`src/rtl/seg_xlat_pkg.sv`:
```
package seg_xlat_pkg;

    localparam int ADDR_W  = 32;
    localparam int LIM_W   = 20;
    localparam int GRAN_SH = 12;

    typedef enum logic [1:0] {
        FLT_NONE   = 2'd0,
        FLT_ABSENT = 2'd1,
        FLT_LIMIT  = 2'd2,
        FLT_PRIV   = 2'd3
    } fault_e;

    typedef struct packed {
        logic [ADDR_W-1:0] base;
        logic [ADDR_W-1:0] eff_limit;
        logic [1:0]        dpl;
        logic [1:0]        rpl;
        logic              present;
        logic              big;
        logic [4:0]        kind;
    } seg_entry_t;

    typedef struct packed {
        logic              valid;
        logic              addr_valid;
        logic [ADDR_W-1:0] addr;
        fault_e            fault;
    } xlat_rsp_t;

    function automatic logic [ADDR_W-1:0] scale_limit(input logic [LIM_W-1:0] lim,
                                                      input logic gran);
        logic [ADDR_W-1:0] r;
        if (gran) r = {lim, {GRAN_SH{1'b1}}};
        else      r = {{(ADDR_W-LIM_W){1'b0}}, lim};
        return r;
    endfunction

    function automatic logic [1:0] ring_max(input logic [1:0] a, input logic [1:0] b);
        return (a > b) ? a : b;
    endfunction

endpackage

```
`src/rtl/seg_desc_unpack.sv`:
```
module seg_desc_unpack
    import seg_xlat_pkg::*;
(
    input  logic [15:0] selector,
    input  logic [63:0] desc,
    output seg_entry_t  entry
);
    logic [LIM_W-1:0] raw_limit;

    always_comb begin
        raw_limit       = {desc[51:48], desc[15:0]};
        entry.base      = {desc[63:56], desc[39:32], desc[31:16]};
        entry.eff_limit = scale_limit(raw_limit, desc[55]);
        entry.big       = desc[54];
        entry.present   = desc[47];
        entry.dpl       = desc[46:45];
        entry.kind      = desc[44:40];
        entry.rpl       = selector[1:0];
    end
endmodule

```
`src/rtl/seg_reg_bank.sv`:
```
module seg_reg_bank
    import seg_xlat_pkg::*;
#(
    parameter int NUM_SEGS = 2,
    parameter int SEG_W    = 1
) (
    input  logic             clk,
    input  logic             rst,
    input  logic             wr_en,
    input  logic [SEG_W-1:0] wr_sel,
    input  seg_entry_t       wr_entry,
    input  logic [SEG_W-1:0] rd_sel,
    output seg_entry_t       rd_entry
);
    seg_entry_t regs [NUM_SEGS];

    for (genvar i = 0; i < NUM_SEGS; i++) begin : g_seg
        always_ff @(posedge clk) begin
            if (rst) begin
                regs[i] <= '0;
            end else if (wr_en && wr_entry.present && (wr_sel == SEG_W'(i))) begin
                regs[i] <= wr_entry;
            end
        end
    end

    always_comb begin
        rd_entry = '0;
        for (int k = 0; k < NUM_SEGS; k++) begin
            if (rd_sel == SEG_W'(k)) rd_entry = regs[k];
        end
    end
endmodule

```
`src/rtl/seg_access_check.sv`:
```
module seg_access_check
    import seg_xlat_pkg::*;
(
    input  seg_entry_t        entry,
    input  logic [ADDR_W-1:0] offset,
    input  logic [1:0]        cpl,
    output fault_e            fault,
    output logic [ADDR_W-1:0] lin_addr
);
    logic [1:0] eff_ring;
    logic       ring_ok;
    logic       in_limit;

    always_comb begin
        eff_ring = ring_max(cpl, entry.rpl);
        ring_ok  = (eff_ring <= entry.dpl);
        in_limit = (offset <= entry.eff_limit);
        if (!entry.present)  fault = FLT_ABSENT;
        else if (!ring_ok)   fault = FLT_PRIV;
        else if (!in_limit)  fault = FLT_LIMIT;
        else                 fault = FLT_NONE;
        lin_addr = (fault == FLT_NONE) ? (entry.base + offset) : '0;
    end
endmodule

```
`src/rtl/seg_xlat.sv`:
```
module seg_xlat
    import seg_xlat_pkg::*;
#(
    parameter int NUM_SEGS = 2,
    parameter int SEG_W    = (NUM_SEGS > 1) ? $clog2(NUM_SEGS) : 1
) (
    input  logic             clk,
    input  logic             rst,
    input  logic             ld_valid,
    input  logic [SEG_W-1:0] ld_seg,
    input  logic [15:0]      ld_selector,
    input  logic [63:0]      ld_desc,
    input  logic             req_valid,
    input  logic [SEG_W-1:0] req_seg,
    input  logic [31:0]      req_offset,
    input  logic [1:0]       req_cpl,
    output logic             rsp_valid,
    output logic             rsp_addr_valid,
    output logic [31:0]      rsp_addr,
    output logic [1:0]       rsp_fault
);
    seg_entry_t new_entry;
    seg_entry_t cur_entry;
    fault_e     chk_fault;
    logic [ADDR_W-1:0] chk_addr;
    xlat_rsp_t  rsp_q;

    seg_desc_unpack u_unpack (
        .selector (ld_selector),
        .desc     (ld_desc),
        .entry    (new_entry)
    );

    seg_reg_bank #(.NUM_SEGS(NUM_SEGS), .SEG_W(SEG_W)) u_bank (
        .clk      (clk),
        .rst      (rst),
        .wr_en    (ld_valid),
        .wr_sel   (ld_seg),
        .wr_entry (new_entry),
        .rd_sel   (req_seg),
        .rd_entry (cur_entry)
    );

    seg_access_check u_check (
        .entry    (cur_entry),
        .offset   (req_offset),
        .cpl      (req_cpl),
        .fault    (chk_fault),
        .lin_addr (chk_addr)
    );

    always_ff @(posedge clk) begin
        if (rst) begin
            rsp_q <= '{valid: 1'b0, addr_valid: 1'b0, addr: '0, fault: FLT_NONE};
        end else if (req_valid) begin
            rsp_q <= '{valid: 1'b1, addr_valid: (chk_fault == FLT_NONE),
                       addr: chk_addr, fault: chk_fault};
        end else begin
            rsp_q <= '{valid: 1'b0, addr_valid: 1'b0, addr: '0, fault: FLT_NONE};
        end
    end

    assign rsp_valid      = rsp_q.valid;
    assign rsp_addr_valid = rsp_q.addr_valid;
    assign rsp_addr       = rsp_q.addr;
    assign rsp_fault      = rsp_q.fault;
endmodule

```
`config.mk`:
```
export PLATFORM = sky130hd
export DESIGN_NAME = seg_xlat
export DESIGN_NICKNAME = d
export VERILOG_FILES = /design/src/rtl/seg_xlat_pkg.sv /design/src/rtl/seg_desc_unpack.sv /design/src/rtl/seg_reg_bank.sv /design/src/rtl/seg_access_check.sv /design/src/rtl/seg_xlat.sv
export SDC_FILE = /design/constraint.sdc
export NUM_CORES = 1
export LEC_CHECK = 0
export ABC_AREA = 1
export BUFFER_PORTS_ARGS = -buffer_cell sky130_fd_sc_hd__buf_2
export CORE_ASPECT_RATIO = 0.6
export CORE_MARGIN = 2
export CORE_UTILIZATION = 40
export DETAILED_ROUTE_END_ITERATION = 10
export GPL_TIMING_DRIVEN = 0
export PLACE_DENSITY_LB_ADDON = 0.25
export RECOVER_POWER = 25
export SLEW_MARGIN = 0
export SYNTH_ARGS = -nofsm -noshare
export SYNTH_HDL_FRONTEND = slang
export SYNTH_SLANG_ARGS = --single-unit
```
`constraint.sdc`:
```
create_clock -name clk -period 8.5 [get_ports clk]
set_input_delay 1.275 -clock clk [delete_from_list [all_inputs] [get_ports clk]]
set_output_delay 1.275 -clock clk [all_outputs]
set_load 0.02 [all_outputs]
```
==> flow_metrics.py, run 1 <==
metrics = {
    "cts": {
        "h-tree-depth": 4,
        "post_cts.repair.setup_buffers": 0,
        "cts_root_buffer": "clkbuf_16",
        "post_cts_resized": 0,
        "cts_tree": "yes",
        "clkLatencyLatePin_ns": 0.45,
        "clock_edge_transition_at_the_registers_on_the_reported_setup_and_hold_paths_ns": 0.07,
        "numCtsBuffers": 17,
        "clkSinkCount": 174,
        "hold_buffers": 0,
        "cts_buffer_depth": 2,
    },
    "setup_path": {
        "timing.critical_path.from_type": "input pin",
        "cpLargestDelayFamily": "buffers and inverters",
        "ff2ff_setup_slack_ns": 6.01,
        "critical-path-top-cell-by-count": "clkbuf_1",
        "timing_worst_setup_path_type": "input pin to flip-flop",
        "rr_endpoint": "rsp_addr[9]",
        "cp.arrival_ns": 4.61,
        "worstSetupEndpointType": "flip-flop",
        "cp_max_fanout": 50,
        "crit_cells": 4,
        "critical_path_buf_inv_count": 2,
        "crit_path_top_delay_cell": "clkbuf_1",
        "crit-reg2reg-launch": "u_bank.regs[1][7]",
        "critical_path.cell_chain": "clkbuf_1 -> nand3_1 -> nand2_1 -> clkbuf_1",
        "crit_path_max_incr_delay_ns": 2.31,
        "worstRegToRegCells": 13,
        "cp.required_ns": 8.48,
    },
    "synth": {
        "synth.top_cells.by_count": "nand2_1 (171), nor2_1 (165), inv_1 (151)",
        "synth_edf_count": 138,
        "synth.net_count": 1254,
        "postSynthRegisterBits": 174,
        "synthTopCellsByArea": "edfxtp_1 (42%), ha_1 (8.7%), dfxtp_1 (7.3%)",
        "share_of_the_yosys_chip_area_belonging_to_registers_pct": 49.5,
        "mappedNetlistArea_um2": 9830,
        "async_flop_share_pct": 0,
        "synth_most_common_cell": "nand2_1",
        "number_of_different_library_cells_in_the_post_synthesis_netlist": 42,
        "syn_avg_cell_area_um2": 9.23,
        "synthDominantAreaCellType": "edfxtp_1",
        "synthDominantCellAreaShare_pct": 42.1,
        "yosysWarningCount": 0,
        "syn_inst": 1065,
        "synth_ff_type": "edfxtp_1",
    },
    "status": {
        "outcome": "finished, violations left",
        "failed_checks": "max-capacitance violations, max-slew violations",
    },
    "place": {
        "dpl_cell_area_um2": 11000,
        "place_hpwl_mm": 21.5,
        "buffer_ports.inserted": 132,
        "finalWeightedCongestion": 0.945,
    },
    "pwr": {
        "swShare_pct": 30.1,
        "power_per_standard_cell_area_nw_per_um2": 196,
        "worst_vdd_ir_mv": 0.159,
        "p_clk_share_pct": 35.2,
        "cell_internal_pwr_mw": 1.58,
        "total_leakage_power_nw": 5.45,
        "power.share.combinational_pct": 21.0,
        "seqPwrFrac_pct": 43.8,
        "net-switching-power_mw": 0.682,
    },
    "route": {
        "residual_antenna_violating_net_count_after_detailed_routing": 0,
        "drtPass1Iterations": 5,
        "drc": 0,
        "route.vias.total": 7826,
        "routed_wl_mm": 27.3,
        "detail_route.iter0.violations": 743,
        "vias_per_cell": 5.03,
        "avgRoutedWirePerCell_um": 17.6,
    },
    "global_routing": {
        "grt_remaining_overflow": 0,
        "grt_use_total_pct": 21.9,
        "grt_use_met3_pct": 5.16,
        "grt.met2_usage_pct": 29.2,
        "grt_antenna_before_repair": 0,
        "grt.met1_usage_pct": 35.2,
        "grt_pass1_wl_mm": 41.9,
        "grt_start_max_net_pins": 51,
        "via_count_of_the_first_global_routing_pass": 7310,
        "globalRoute.busiestLayer": "met1",
    },
    "timing": {
        "final_max_slew_violation_count": 64,
        "finalSetupViolations": 0,
        "total_count_of_hold_check_failures_in_the_final_report": 0,
        "post_route_skew_ns": 0.0140,
        "worst-slew-pin-transition_ns": 3.20,
        "finalCriticalPeriod_ns": 4.63,
        "rsz0062_at_grt": "false",
        "relSlewSlack_pct": -114,
        "layout_worst_path_cycle_share_pct": 54.5,
        "timing.fmax_mhz": 216,
        "whs_ns": 0.577,
    },
    "min_path": {
        "endpoint_of_the_worst_hold_path": "rsp_fault[0]",
        "min_delay_path_depth": 3,
        "class_of_the_most_critical_hold_timing_path": "flip-flop to flip-flop",
        "min-delay-start": "u_bank.regs[0][6]",
    },
    "cells_and_area": {
        "area.growth.synth_to_final_pct": 17.3,
        "post-route-cell-area_um2": 11500,
        "insertedDiodeCount": 0,
        "drive_gt1_share_pct": 20.9,
        "filler_cell_count": 2365,
        "final_nets": 1410,
    },
    "floorplanning": {
        "core_um2": 24200,
        "initial_utilization_pct": 40.7,
        "rows": 44,
        "boundaryPins": 156,
        "die_w_um": 206,
        "die_y_um": 125,
        "die_area_um2": 25900,
    },
    "job": {
        "cap_viol_max_count": 2,
    },
}
-- power groups by stage --
stage / Clock [mW] / Sequential [mW] / Combinational (mW)
global placement: 0 / 1.01 / 0.459
CTS: 0.805 / 0.989 / 0.475
finish: 0.797 / 0.990 / 0.475
detailed placement: 0 / 1.01 / 0.471
global route: 0.846 / 0.995 / 0.531
floorplan: 0 / 1.02 / 0.311
-- worst max-delay path by stage --
| stage | startpoint | to | slack (ns) |
|---|---|---|---|
| 2_1_floorplan | ld_desc[47] | u_bank.regs[0][10] | 1.46 |
| 4_1_cts | req_seg | rsp_addr[9] | 4.53 |
| 3_5_place_dp | req_seg | rsp_addr[9] | 4.07 |
| 6_report | ld_seg | u_bank.regs[1][55] | 3.87 |
| 5_1_grt | ld_seg | u_bank.regs[1][54] | 3.57 |
| 3_3_place_gp | ld_desc[47] | u_bank.regs[0][49] | -2.13 |
-- worst reg2reg max path: stages (launching register included) --
cell,delay [ns]
edfxtp_1,0.36
mux2_2,0.29
ha_1,0.27
inv_1,0.03
o22ai_1,0.18
nor2_1,0.06
a21oi_1,0.14
ha_1,0.16
nor2_1,0.04
a2bb2oi_1,0.12
inv_1,0.17
nand3_4,0.21
buf_4,0.25
nor2_1,0.13
-- cells by family (layout without fill, tap and decap cells) --
family	Yosys count	in the layout	share of synthesized area, %
fa+ha+maj	69	69	8.86
buf+inv	188	357	7.53
flops	174	174	49.5
mux	67	67	7.24
xor+xnor	16	16	1.50
compound gates	117	117	6.62
simple gates	434	434	18.8
-- cells in the final DEF, fill, tap and decap left out, types with 33 or more instances in the layout --
| cell | instances |
|---|---|
| ha_1 | 68 |
| a21oi_1 | 71 |
| inv_1 | 151 |
| mux2i_1 | 34 |
| mux2_2 | 33 |
| nand2_1 | 171 |
| buf_2 | 142 |
| edfxtp_1 | 138 |
| dfxtp_1 | 36 |
| nor2_1 | 165 |
-- through the flow --
stage               power, mW  cells  TNS (ns)  utilization [%]  setup WS (ns)
floorplan                1.33   1065         0                -           1.46
global placement         1.47   1519   -146.40             45.1          -2.13
detailed placement       1.48   1524         0             45.5           4.07
CTS                      2.27   1556         0             48.0           4.53
global route             2.37   1556         0             47.7           3.57
finish                   2.26   1556         0             47.7           3.87
-- per-layer routing --
layer / up-vias / routed length [um]
met4: 0 / 268
met2: 308 / 10600
met1: 3655 / 14000
li1: 3839 / -
met3: 24 / 2480
met5: - / 0
-- layout make-up --
type                    instances  area (um2)  share of cell area, %
repair buffers                137         722                   6.26
well taps                     322         403                   3.49
plain buffers                  31         150                   1.30
clock buffers                  17         425                   3.69
clock inverters                15         163                   1.41
flip-flops and latches        174        4860                   42.2
inverters                     157         589                   5.11
multi-input cells             703        4220                   36.6
-- sequential cells by signal (all words and copies together) (netlist names) --
name / flops
rsp_fault: 2
rsp_valid: 1
rsp_addr: 32
u_bank.regs: 138
rsp_addr_valid: 1
Power figures use the tool's default switching activity.
==> run 2: changes to the inputs <==
==> constraint.sdc (replaced) <==
create_clock -name clk -period 4.3 [get_ports clk]
set_input_delay 0.645 -clock clk [delete_from_list [all_inputs] [get_ports clk]]
set_output_delay 0.645 -clock clk [all_outputs]
set_load 0.02 [all_outputs]
==> flow_metrics.py, run 2 (synthesis results as in run 1) <==
metrics = {
    "cts": {
        "clkSinkCount": 174,
        "post_cts_resized": 0,
        "cts_root_buffer": "clkbuf_16",
        "post_cts.repair.setup_buffers": 0,
        "numCtsBuffers": 17,
        "cts_buffer_depth": 2,
        "h-tree-depth": 4,
        "hold_buffers": 0,
        "clock_edge_transition_at_the_registers_on_the_reported_setup_and_hold_paths_ns": 0.06,
        "cts_tree": "yes",
        "clkLatencyLatePin_ns": 0.45,
    },
    "setup_path": {
        "cpLargestDelayFamily": "buffers and inverters",
        "timing.critical_path.from_type": "input pin",
        "critical_path.cell_chain": "buf_2 -> buf_2 -> buf_2 -> mux2i_1 -> ha_1 -> o22ai_1 -> nor2_1 -> a21oi_1 -> ha_1 -> a2bb2oi_1 -> inv_1 -> nand3_4 -> buf_4 -> nor2_1",
        "critical_path_buf_inv_count": 5,
        "crit_path_max_incr_delay_ns": 0.41,
        "cp.arrival_ns": 3.63,
        "cp_max_fanout": 10,
        "crit_path_top_delay_cell": "buf_2",
        "critical-path-top-cell-by-count": "buf_2",
        "timing_worst_setup_path_type": "input pin to flip-flop",
        "cp.required_ns": 4.63,
        "worstSetupEndpointType": "flip-flop",
    },
    "timing": {
        "layout_worst_path_cycle_share_pct": 76.7,
        "finalSetupViolations": 0,
        "rsz0062_at_grt": "false",
        "relSlewSlack_pct": 1.67,
        "total_count_of_hold_check_failures_in_the_final_report": 0,
        "final_max_slew_violation_count": 0,
        "post_route_skew_ns": 0.0122,
        "finalCriticalPeriod_ns": 3.30,
        "timing.fmax_mhz": 303,
        "worst-slew-pin-transition_ns": 1.47,
    },
    "cells_and_area": {
        "filler_cell_count": 2350,
        "multi_input_area_um2": 4230,
        "area.growth.synth_to_final_pct": 17.1,
        "drive_gt1_share_pct": 20.6,
        "seq_area_um2": 4860,
        "postLayoutCoreUtil_pct": 47.6,
        "final_nets": 1410,
        "regMostFlops": "u_bank.regs",
        "post-route-cell-area_um2": 11500,
        "layout.cells.most_common": "nand2_1",
        "max_reg_flops": 138,
        "most-common-layout-cells": "nand2_1 (171), nor2_1 (165), inv_1 (151)",
    },
    "global_routing": {
        "grt_use_met3_pct": 5.55,
        "grt_remaining_overflow": 0,
        "grt_antenna_before_repair": 0,
        "grt_start_max_net_pins": 51,
        "grt.met2_usage_pct": 29.4,
        "grt_use_total_pct": 21.9,
        "grt_pass1_wl_mm": 41.8,
        "via_count_of_the_first_global_routing_pass": 7391,
        "globalRoute.busiestLayer": "met1",
        "grt.met1_usage_pct": 34.5,
    },
    "min_path": {
        "class_of_the_most_critical_hold_timing_path": "input pin to flip-flop",
    },
    "route": {
        "residual_antenna_violating_net_count_after_detailed_routing": 0,
        "detail_route.iter0.violations": 619,
        "routed_wl_mm": 27.5,
        "route.vias.total": 7748,
        "vias_per_cell": 4.98,
        "avgRoutedWirePerCell_um": 17.7,
        "drtPass1Iterations": 5,
        "drc": 0,
    },
    "status": {
        "outcome": "complete, no violations",
    },
    "place": {
        "buffer_ports.inserted": 132,
        "dpl_cell_area_um2": 11000,
        "finalWeightedCongestion": 0.926,
        "place_hpwl_mm": 21.7,
    },
    "pwr": {
        "net-switching-power_mw": 1.31,
        "worst_vdd_ir_mv": 0.280,
        "swShare_pct": 30.1,
        "cell_internal_pwr_mw": 3.05,
        "seqPwrFrac_pct": 44.8,
        "total_leakage_power_nw": 5.42,
        "power.share.combinational_pct": 21.6,
        "power_per_standard_cell_area_nw_per_um2": 379,
        "p_clk_share_pct": 33.5,
    },
    "floorplanning": {
        "core_um2": 24200,
        "initial_utilization_pct": 40.7,
        "rows": 44,
        "die_w_um": 206,
        "boundaryPins": 156,
        "die_y_um": 125,
        "die_area_um2": 25900,
    },
    "job": {
        "cap_viol_max_count": 0,
    },
}
[run 2: cell count changes in the layout (fill, tap and decap cells not counted), sizes merged]
cell / before / now
diode: 0 / 1
inv: 160 / 156
clkinv: 8 / 7
clkbuf: 35 / 39
clkinvlp: 2 / 4
bufinv: 2 / 1
[run 2: area by class of cell]
type | instances | area share (%)
inverters | 157 | 5.12
clock inverters | 11 | 0.826
flip-flops and latches | 174 | 42.2
multi-input cells | 703 | 36.8
diodes | 1 | 0.0217
well taps | 322 | 3.50
repair buffers | 137 | 6.39
clock buffers | 21 | 3.82
plain buffers | 31 | 1.30
[run 2: metrics by stage]
| step | instances | worst slack [ns] | setup TNS [ns] | hold slack [ns] | power, mW |
|---|---|---|---|---|---|
| 3_3_place_gp | 1519 | -2.00 | -137.51 | 0.558 | 2.91 |
| 2_1_floorplan | 1065 | 0.0550 | 0 | 0.529 | 2.62 |
| 4_1_cts | 1556 | 1.02 | 0 | 0.439 | 4.37 |
| 6_report | 1557 | 1.00 | 0 | 0.446 | 4.36 |
| 5_1_grt | 1556 | 0.779 | 0 | 0.480 | 4.57 |
| 3_5_place_dp | 1524 | 0.560 | 0 | 0.550 | 2.93 |
[run 2: worst min-delay path: cells and delay by family]
| family | cells | cell delay, ns |
|---|---|---|
| buf+inv | 2 | 0.13 |
| simple gates | 1 | 0.08 |
[run 2: routing by layer]
layer  share of wire (%)  vias to the layer above
li1                    -                     3817
met5                   0                        -
met2                  39                      314
met3                 8.7                       23
met1                  51                     3594
met4                 1.2                        0
[run 2: worst paths after layout]
check               startpoint           end  slack (ns)  depth (start not counted)
max                    req_seg  rsp_addr[10]        1.00                         14
min                  req_valid     rsp_valid        0.45                          3
max reg2reg  u_bank.regs[0][7]  rsp_addr[10]        1.77                         12
min reg2reg  u_bank.regs[0][6]  rsp_fault[0]        0.56                          3
[run 2: power groups by stage]
stage | registers [mW] | clock network, mW | logic, mW
CTS | 1.96 | 1.47 | 0.942
global route | 1.97 | 1.55 | 1.05
global placement | 2.00 | 0 | 0.907
floorplan | 2.01 | 0 | 0.615
detailed placement | 1.99 | 0 | 0.936
finish | 1.96 | 1.46 | 0.944
